<file path="src/rtl/lreq_pkg.sv">
package lreq_pkg;

    typedef enum logic [2:0] {
        RT_RSV0  = 3'b000,
        RT_FAIR  = 3'b001,
        RT_PRIO  = 3'b010,
        RT_ACCEL = 3'b011,
        RT_RSV4  = 3'b100,
        RT_RDREG = 3'b101,
        RT_WRREG = 3'b110,
        RT_RSV7  = 3'b111
    } req_type_e;

    typedef enum logic [1:0] {
        BK_FAIR  = 2'd0,
        BK_PRIO  = 2'd1,
        BK_ACCEL = 2'd2
    } breq_kind_e;

    typedef struct packed {
        breq_kind_e kind;
        logic       concat;
        logic [2:0] code;
    } breq_evt_t;

    localparam logic [2:0] SPD_S100 = 3'b000;
    localparam logic [2:0] SPD_S200 = 3'b010;
    localparam logic [2:0] SPD_S400 = 3'b100;

    function automatic logic is_bus_type(input req_type_e t);
        return (t == RT_FAIR) || (t == RT_PRIO) || (t == RT_ACCEL);
    endfunction

    function automatic breq_kind_e kind_of(input req_type_e t);
        case (t)
            RT_PRIO:  return BK_PRIO;
            RT_ACCEL: return BK_ACCEL;
            default:  return BK_FAIR;
        endcase
    endfunction

    function automatic logic speed_supported(input logic [2:0] c);
        return (c == SPD_S100) || (c == SPD_S200) || (c == SPD_S400);
    endfunction

endpackage

</file>
<file path="src/rtl/lreq_parser.sv">
module lreq_parser
    import lreq_pkg::*;
#(
    parameter int ADDR_W = 4,
    parameter int DATA_W = 8
) (
    input  logic              clk,
    input  logic              rst,
    input  logic              ser_i,
    output logic              breq_evt_o,
    output breq_evt_t         breq_o,
    output logic              reg_evt_o,
    output logic              reg_wr_o,
    output logic [ADDR_W-1:0] reg_addr_o,
    output logic [DATA_W-1:0] reg_data_o
);
    localparam int SH_W   = ADDR_W + DATA_W;
    localparam int CNT_W  = $clog2(SH_W + 1);
    localparam int TYPE_W = 3;
    localparam int BODY_W = 3;

    typedef enum logic [2:0] {
        PS_IDLE, PS_TYPE, PS_BODY, PS_LOOK, PS_REG
    } pstate_e;

    pstate_e          st_q, st_d;
    logic [CNT_W-1:0] cnt_q, cnt_d;
    logic [CNT_W-1:0] last_q, last_d;
    logic [SH_W-1:0]  sh_q, sh_d, sh_next;
    req_type_e        typ_q, typ_d;
    logic             wr_q, wr_d;
    req_type_e        typ_now;

    assign sh_next = {sh_q[SH_W-2:0], ser_i};
    assign typ_now = req_type_e'(sh_next[TYPE_W-1:0]);

    always_comb begin
        st_d       = st_q;
        cnt_d      = cnt_q + CNT_W'(1);
        last_d     = last_q;
        sh_d       = sh_next;
        typ_d      = typ_q;
        wr_d       = wr_q;
        breq_evt_o = 1'b0;
        breq_o     = '0;
        reg_evt_o  = 1'b0;
        reg_wr_o   = wr_q;
        reg_addr_o = '0;
        reg_data_o = '0;
        case (st_q)
            PS_IDLE: begin
                cnt_d = '0;
                sh_d  = sh_q;
                if (ser_i) st_d = PS_TYPE;
            end
            PS_TYPE: begin
                if (cnt_q == CNT_W'(TYPE_W - 1)) begin
                    typ_d = typ_now;
                    cnt_d = '0;
                    if (is_bus_type(typ_now)) begin
                        st_d = PS_BODY;
                    end else if (typ_now == RT_RDREG) begin
                        st_d   = PS_REG;
                        wr_d   = 1'b0;
                        last_d = CNT_W'(ADDR_W - 1);
                    end else if (typ_now == RT_WRREG) begin
                        st_d   = PS_REG;
                        wr_d   = 1'b1;
                        last_d = CNT_W'(SH_W - 1);
                    end else begin
                        st_d = PS_IDLE;
                    end
                end
            end
            PS_BODY: begin
                if (cnt_q == CNT_W'(BODY_W - 1)) st_d = PS_LOOK;
            end
            PS_LOOK: begin
                // Position 8: a 1 opens the next request, a 0 is a zero speed LSB.
                // Both close this request with the same speed value.
                breq_evt_o    = 1'b1;
                breq_o.kind   = kind_of(typ_q);
                breq_o.concat = sh_q[2];
                breq_o.code   = {sh_q[1:0], 1'b0};
                cnt_d         = '0;
                st_d          = ser_i ? PS_TYPE : PS_IDLE;
            end
            PS_REG: begin
                if (cnt_q == last_q) begin
                    reg_evt_o = 1'b1;
                    st_d      = PS_IDLE;
                    if (wr_q) begin
                        reg_addr_o = sh_next[SH_W-1:DATA_W];
                        reg_data_o = sh_next[DATA_W-1:0];
                    end else begin
                        reg_addr_o = sh_next[ADDR_W-1:0];
                    end
                end
            end
            default: st_d = PS_IDLE;
        endcase
    end

    always_ff @(posedge clk) begin
        if (rst) begin
            st_q   <= PS_IDLE;
            cnt_q  <= '0;
            last_q <= '0;
            sh_q   <= '0;
            typ_q  <= RT_RSV0;
            wr_q   <= 1'b0;
        end else begin
            st_q   <= st_d;
            cnt_q  <= cnt_d;
            last_q <= last_d;
            sh_q   <= sh_d;
            typ_q  <= typ_d;
            wr_q   <= wr_d;
        end
    end

endmodule

</file>
<file path="src/rtl/lreq_gate.sv">
module lreq_gate
    import lreq_pkg::*;
(
    input  breq_evt_t raw_i,
    input  logic      eaa_en_i,
    input  logic      emc_en_i,
    output breq_evt_t gated_o,
    output logic      null_o
);
    always_comb begin
        gated_o        = raw_i;
        if (raw_i.kind == BK_ACCEL && !eaa_en_i) gated_o.kind = BK_FAIR;
        gated_o.concat = raw_i.concat & emc_en_i;
        null_o         = !speed_supported(raw_i.code);
    end
endmodule

</file>
<file path="src/rtl/lreq_decoder.sv">
module lreq_decoder
    import lreq_pkg::*;
#(
    parameter int ADDR_W = 4,
    parameter int DATA_W = 8
) (
    input  logic              clk,
    input  logic              rst,
    input  logic              ser_i,
    input  logic              eaa_en_i,
    input  logic              emc_en_i,
    output logic              breq_stb_o,
    output logic [1:0]        breq_kind_o,
    output logic              breq_concat_o,
    output logic [2:0]        breq_speed_o,
    output logic              null_pkt_o,
    output logic              reg_stb_o,
    output logic              reg_wr_o,
    output logic [ADDR_W-1:0] reg_addr_o,
    output logic [DATA_W-1:0] reg_data_o
);
    logic              p_breq_evt;
    breq_evt_t         p_breq;
    logic              p_reg_evt;
    logic              p_reg_wr;
    logic [ADDR_W-1:0] p_reg_addr;
    logic [DATA_W-1:0] p_reg_data;
    breq_evt_t         g_breq;
    logic              g_null;

    lreq_parser #(.ADDR_W(ADDR_W), .DATA_W(DATA_W)) u_parser (
        .clk        (clk),
        .rst        (rst),
        .ser_i      (ser_i),
        .breq_evt_o (p_breq_evt),
        .breq_o     (p_breq),
        .reg_evt_o  (p_reg_evt),
        .reg_wr_o   (p_reg_wr),
        .reg_addr_o (p_reg_addr),
        .reg_data_o (p_reg_data)
    );

    lreq_gate u_gate (
        .raw_i    (p_breq),
        .eaa_en_i (eaa_en_i),
        .emc_en_i (emc_en_i),
        .gated_o  (g_breq),
        .null_o   (g_null)
    );

    always_ff @(posedge clk) begin
        if (rst) begin
            breq_stb_o    <= 1'b0;
            breq_kind_o   <= '0;
            breq_concat_o <= 1'b0;
            breq_speed_o  <= '0;
            null_pkt_o    <= 1'b0;
            reg_stb_o     <= 1'b0;
            reg_wr_o      <= 1'b0;
            reg_addr_o    <= '0;
            reg_data_o    <= '0;
        end else begin
            breq_stb_o <= p_breq_evt;
            reg_stb_o  <= p_reg_evt;
            if (p_breq_evt) begin
                breq_kind_o   <= g_breq.kind;
                breq_concat_o <= g_breq.concat;
                breq_speed_o  <= g_breq.code;
                null_pkt_o    <= g_null;
            end
            if (p_reg_evt) begin
                reg_wr_o   <= p_reg_wr;
                reg_addr_o <= p_reg_addr;
                reg_data_o <= p_reg_data;
            end
        end
    end

endmodule

</file>
<file path="config.mk">
export PLATFORM = sky130hd
export DESIGN_NAME = lreq_decoder
export DESIGN_NICKNAME = d
export VERILOG_FILES = /design/src/rtl/lreq_pkg.sv /design/src/rtl/lreq_parser.sv /design/src/rtl/lreq_gate.sv /design/src/rtl/lreq_decoder.sv
export SDC_FILE = /design/constraint.sdc
export NUM_CORES = 1
export LEC_CHECK = 0
export ABC_AREA = 1
export BUFFER_PORTS_ARGS = -buffer_cell sky130_fd_sc_hd__buf_2
export CAP_MARGIN = 10
export CELL_PAD_IN_SITES_DETAIL_PLACEMENT = 1
export CELL_PAD_IN_SITES_GLOBAL_PLACEMENT = 2
export CORE_ASPECT_RATIO = 1.75
export CORE_MARGIN = 2
export CORE_UTILIZATION = 35
export CTS_CLUSTER_DIAMETER = 120
export DETAILED_ROUTE_END_ITERATION = 10
export PLACE_DENSITY_LB_ADDON = 0.1
export SYNTH_ARGS = -nofsm -noshare
export SYNTH_HDL_FRONTEND = slang
export SYNTH_SLANG_ARGS = --single-unit
export TNS_END_PERCENT = 20
</file>
<file path="constraint.sdc">
create_clock -name clk -period 1.9 [get_ports clk]
set_input_delay 0.095 -clock clk [delete_from_list [all_inputs] [get_ports clk]]
set_output_delay 0.095 -clock clk [all_outputs]
set_load 0.02 [all_outputs]
</file>
==> flow_summary_export.csv <==
group,metric,value,unit
outcome,status,"finished clean",
floorplanning,die_x,59.9,um
floorplanning,dieHeight,102,um
route,wl_per_cell,13.8,um
clock_network,clk_path_buf_depth,2,
logic_synthesis,synth-seq-cells,44,
floorplanning,rows,35,
global_route,antenna_found_initial,0,
logic_synthesis,netlist_instances,246,
clock_network,cts.htree.levels,2,
clock_network,hold_buffers,0,
timing,period_minus_slack,1390,ps
timing,fin_crit_sh,73.2,%
worst_setup_path,path_class,"reg -> reg",
clock_network,cts_buffers,5,
route,route.detailed.vias_per_inst,5.11,
pwr,p_sw,1.08,mW
timing,tns,0,ps
placed_design,dp_cells,318,
logic_synthesis,syn_nets,253,
worst_setup_path,reg2reg_to,"u_parser.last_q[3]$_SDFFE_PP0P_",
route,wl,4490,um
timing,setup_violations,0,
global_route,grt_pass1_wl,7430,um
worst_setup_path,crit_chain,"ha_1 > nand2_1 > nor3_4 > nand2_1 > nand2_1 > a21oi_1",
pwr,intPower,1.75,mW
route,post-route-drc-count,0,
job,cap_violations,0,
floorplanning,ios,27,
timing,skew,9.12,ps
logic_synthesis,synthDistinctLibCells,30,
worst_setup_path,crit_arrival,1570,ps
pwr,p_per_area,1310,nW/um^2
min_path,min_to,"breq_concat_o$_SDFFE_PP0N_",
clock_network,tritoncts,"built",
timing,hold_violations,0,
worst_setup_path,critPathSlowestCell,"dfxtp_1",
worst_setup_path,critPathMaxFanout,8,
logic_synthesis,seq_area_frac_synth,46.0,%
route,drtIter0Drc,51,
worst_setup_path,startpoint_type,"flip-flop",
global_route,grt_pass1_vias,1540,
global_route,use_met3,2.66,%
timing,rsz0062_at_grt,"false",
pwr,switching_share,38.2,%
floorplanning,dieArea,6110,um^2
clock_network,root_buffer,"clkbuf_8",
worst_setup_path,slowest_delay,400,ps
clock_network,clk_latency,300,ps
min_path,hold_class,"in -> reg",
layout,final_nets,277,
pwr,seqPwrFrac,45.2,%
clock_network,clk_pin_slew,90,ps
layout,antenna_cells,0,
min_path,min_path_cells,3,
pwr,leakagePower,0.902,nW
global_route,busiest_layer,"met2",
timing,slew_headroom,58.2,%
route,ant_nets,0,
global_route,gr-usage-met1,19.8,%
layout,drive_gt1_share,19.6,%
placed_design,place.gp.congestion,0.769,
logic_synthesis,ys_warn_count,0,
clock_network,post-cts-setup-buffers,0,
route,vias,1665,
min_path,hp-start,"emc_en_i",
worst_setup_path,crit_top_cell,"nand2_1",
worst_setup_path,r2r_start,"u_parser.cnt_q[1]$_SDFF_PP0_",
logic_synthesis,syn_area,1920,um^2
clock_network,ctsResizeCount,0,
layout,syn2layout_area_growth,13.1,%
floorplanning,core-area,5260,um^2
route,firstDrtPassIters,4,
clock_network,clkSinkCount,44,
worst_setup_path,cp-end-kind,"flip-flop",
global_route,use_met2,26.9,%
global_route,track_usage,16.1,%
global_route,grt_max_degree,23,
floorplanning,start_util,36.5,%
worst_setup_path,r2r.worst_path.cells,6,
layout,n_fill_cell,679,
layout,stdcell_count,326,
worst_setup_path,r2r_setup_slack,510,ps
timing,worst_pin_slew,627,ps
timing,clock.fmax,0.719,GHz
pwr,combPwrFrac,29.5,%
pwr,ir_worst_vdd,662,uV
pwr,clock_power_share,25.3,%
global_route,grt_overflow_total,0,
timing,slew_viol_final,0,
placed_design,dp_hpwl,3300,um
logic_synthesis,synth.avg_cell_area,7.79,um^2
worst_setup_path,required,2080,ps
placed_design,port_buffers,25,
[state kept, by name, summed over array words and instances, names as in the netlist, 2 cells and up]
name	flops
u_parser.sh_q	11
reg_data_o	8
reg_addr_o	4
u_parser.cnt_q	4
u_parser.st_q	3
u_parser.typ_q	3
breq_kind_o	2
breq_speed_o	2
u_parser.last_q	2
[final cells by class]
| class | count | area [um^2] | area share (%) |
|---|---|---|---|
| Clock inverter | 2 | 35.0 | 1.62 |
| Sequential cell | 44 | 881 | 40.6 |
| Multi-Input combinational cell | 176 | 905 | 41.7 |
| Clock buffer | 6 | 72.6 | 3.35 |
| Inverter | 16 | 65.1 | 3.00 |
| Timing Repair Buffer | 27 | 140 | 6.47 |
| Tap cell | 55 | 68.8 | 3.18 |
[power by group through the flow]
stage          clock, mW  combinational [mW]  sequential [mW]
3_5_place_dp           0               0.851             1.30
4_1_cts            0.738               0.857             1.28
6_report           0.716               0.835             1.28
2_1_floorplan          0               0.630             1.26
5_1_grt            0.776               0.989             1.30
3_3_place_gp           0               0.833             1.30
[cell usage after synthesis (all sizes together)]
library cell / number / area, um^2
nand2: 56 / 245
dfxtp: 44 / 881
nor2: 43 / 198
a21oi: 27 / 143
o21ai: 21 / 105
inv: 16 / 65.1
nand3: 10 / 62.6
buf: 7 / 55.1
nand4: 7 / 43.8
clkbuf: 3 / 11.3
a211oi: 2 / 15.0
ha: 2 / 25.0
o31ai: 2 / 15.0
a21boi: 1 / 7.51
conb: 1 / 3.75
nor3: 1 / 16.3
o211ai: 1 / 7.51
xnor2: 1 / 8.76
xor2: 1 / 8.76
[per-layer routing]
metal / part of all wire (%) / up-vias
li1: - / 852
met1: 45 / 777
met2: 50 / 29
met3: 2.9 / 7
met4: 2.0 / 0
met5: 0 / -
[metrics by stage]
step | setup slack (ps) | hold slack (ps) | cell area [um^2] | power [mW] | util [%]
5_1_grt | 346 | 53.1 | 2170 | 3.07 | 41.2
2_1_floorplan | 688 | 243 | 1920 | 1.89 | -
3_3_place_gp | 552 | 382 | 2060 | 2.13 | 39.2
4_1_cts | 496 | 48.5 | 2170 | 2.88 | 41.2
3_5_place_dp | 510 | 375 | 2060 | 2.15 | 39.2
6_report | 508 | 52.0 | 2170 | 2.83 | 41.2
[worst max-delay path by stage]
stage / start / endpoint / slack, ps / cells after the start
2_1_floorplan: u_parser.cnt_q[0]$_SDFF_PP0_ / u_parser.last_q[3]$_SDFFE_PP0P_ / 690 / 7
3_3_place_gp: u_parser.cnt_q[1]$_SDFF_PP0_ / u_parser.last_q[3]$_SDFFE_PP0P_ / 550 / 6
3_5_place_dp: u_parser.cnt_q[1]$_SDFF_PP0_ / u_parser.last_q[3]$_SDFFE_PP0P_ / 510 / 6
4_1_cts: u_parser.cnt_q[1]$_SDFF_PP0_ / u_parser.last_q[3]$_SDFFE_PP0P_ / 500 / 6
5_1_grt: u_parser.cnt_q[3]$_SDFF_PP0_ / u_parser.last_q[3]$_SDFFE_PP0P_ / 350 / 6
6_report: u_parser.cnt_q[1]$_SDFF_PP0_ / u_parser.last_q[3]$_SDFFE_PP0P_ / 510 / 6
[worst max-delay path, delay by kind of cell (launching register included)]
family                   cells  cell delay [ps]
AO/OA/AOI/OAI                1               60
flip-flops                   1              400
adder cells (fa/ha/maj)      1              190
AND/OR/NAND/NOR              4              630
[cell families (layout without fill, tap and decap cells)]
group / Yosys count / after routing / share of synthesized area (%)
AND/OR/NAND/NOR: 117 / 117 / 29.5
AO/OA/AOI/OAI: 54 / 54 / 15.3
flip-flops: 44 / 44 / 46.0
buffers and inverters: 26 / 51 / 6.85
adder cells (fa/ha/maj): 2 / 2 / 1.31
XOR/XNOR: 2 / 2 / 0.914
other: 1 / 1 / 0.196
[cells in the final DEF, fill, tap and decap left out, types with 2 or more instances in the layout]
| master | Yosys | routed |
|---|---|---|
| nand2_1 | 48 | 48 |
| dfxtp_1 | 44 | 44 |
| nor2_1 | 38 | 38 |
| a21oi_1 | 25 | 25 |
| buf_2 | 2 | 25 |
| o21ai_0 | 21 | 21 |
| inv_1 | 14 | 14 |
| nand3_1 | 9 | 9 |
| nand4_1 | 7 | 7 |
| nand2_2 | 5 | 5 |
| clkbuf_8 | 0 | 5 |
| nand2_4 | 3 | 3 |
| inv_4 | 2 | 2 |
| nor2_4 | 2 | 2 |
| nor2_2 | 2 | 2 |
| a21oi_2 | 2 | 2 |
| o31ai_1 | 2 | 2 |
| a211oi_1 | 2 | 2 |
| ha_1 | 2 | 2 |
| buf_4 | 1 | 2 |
(Power assumes the default switching activity.)
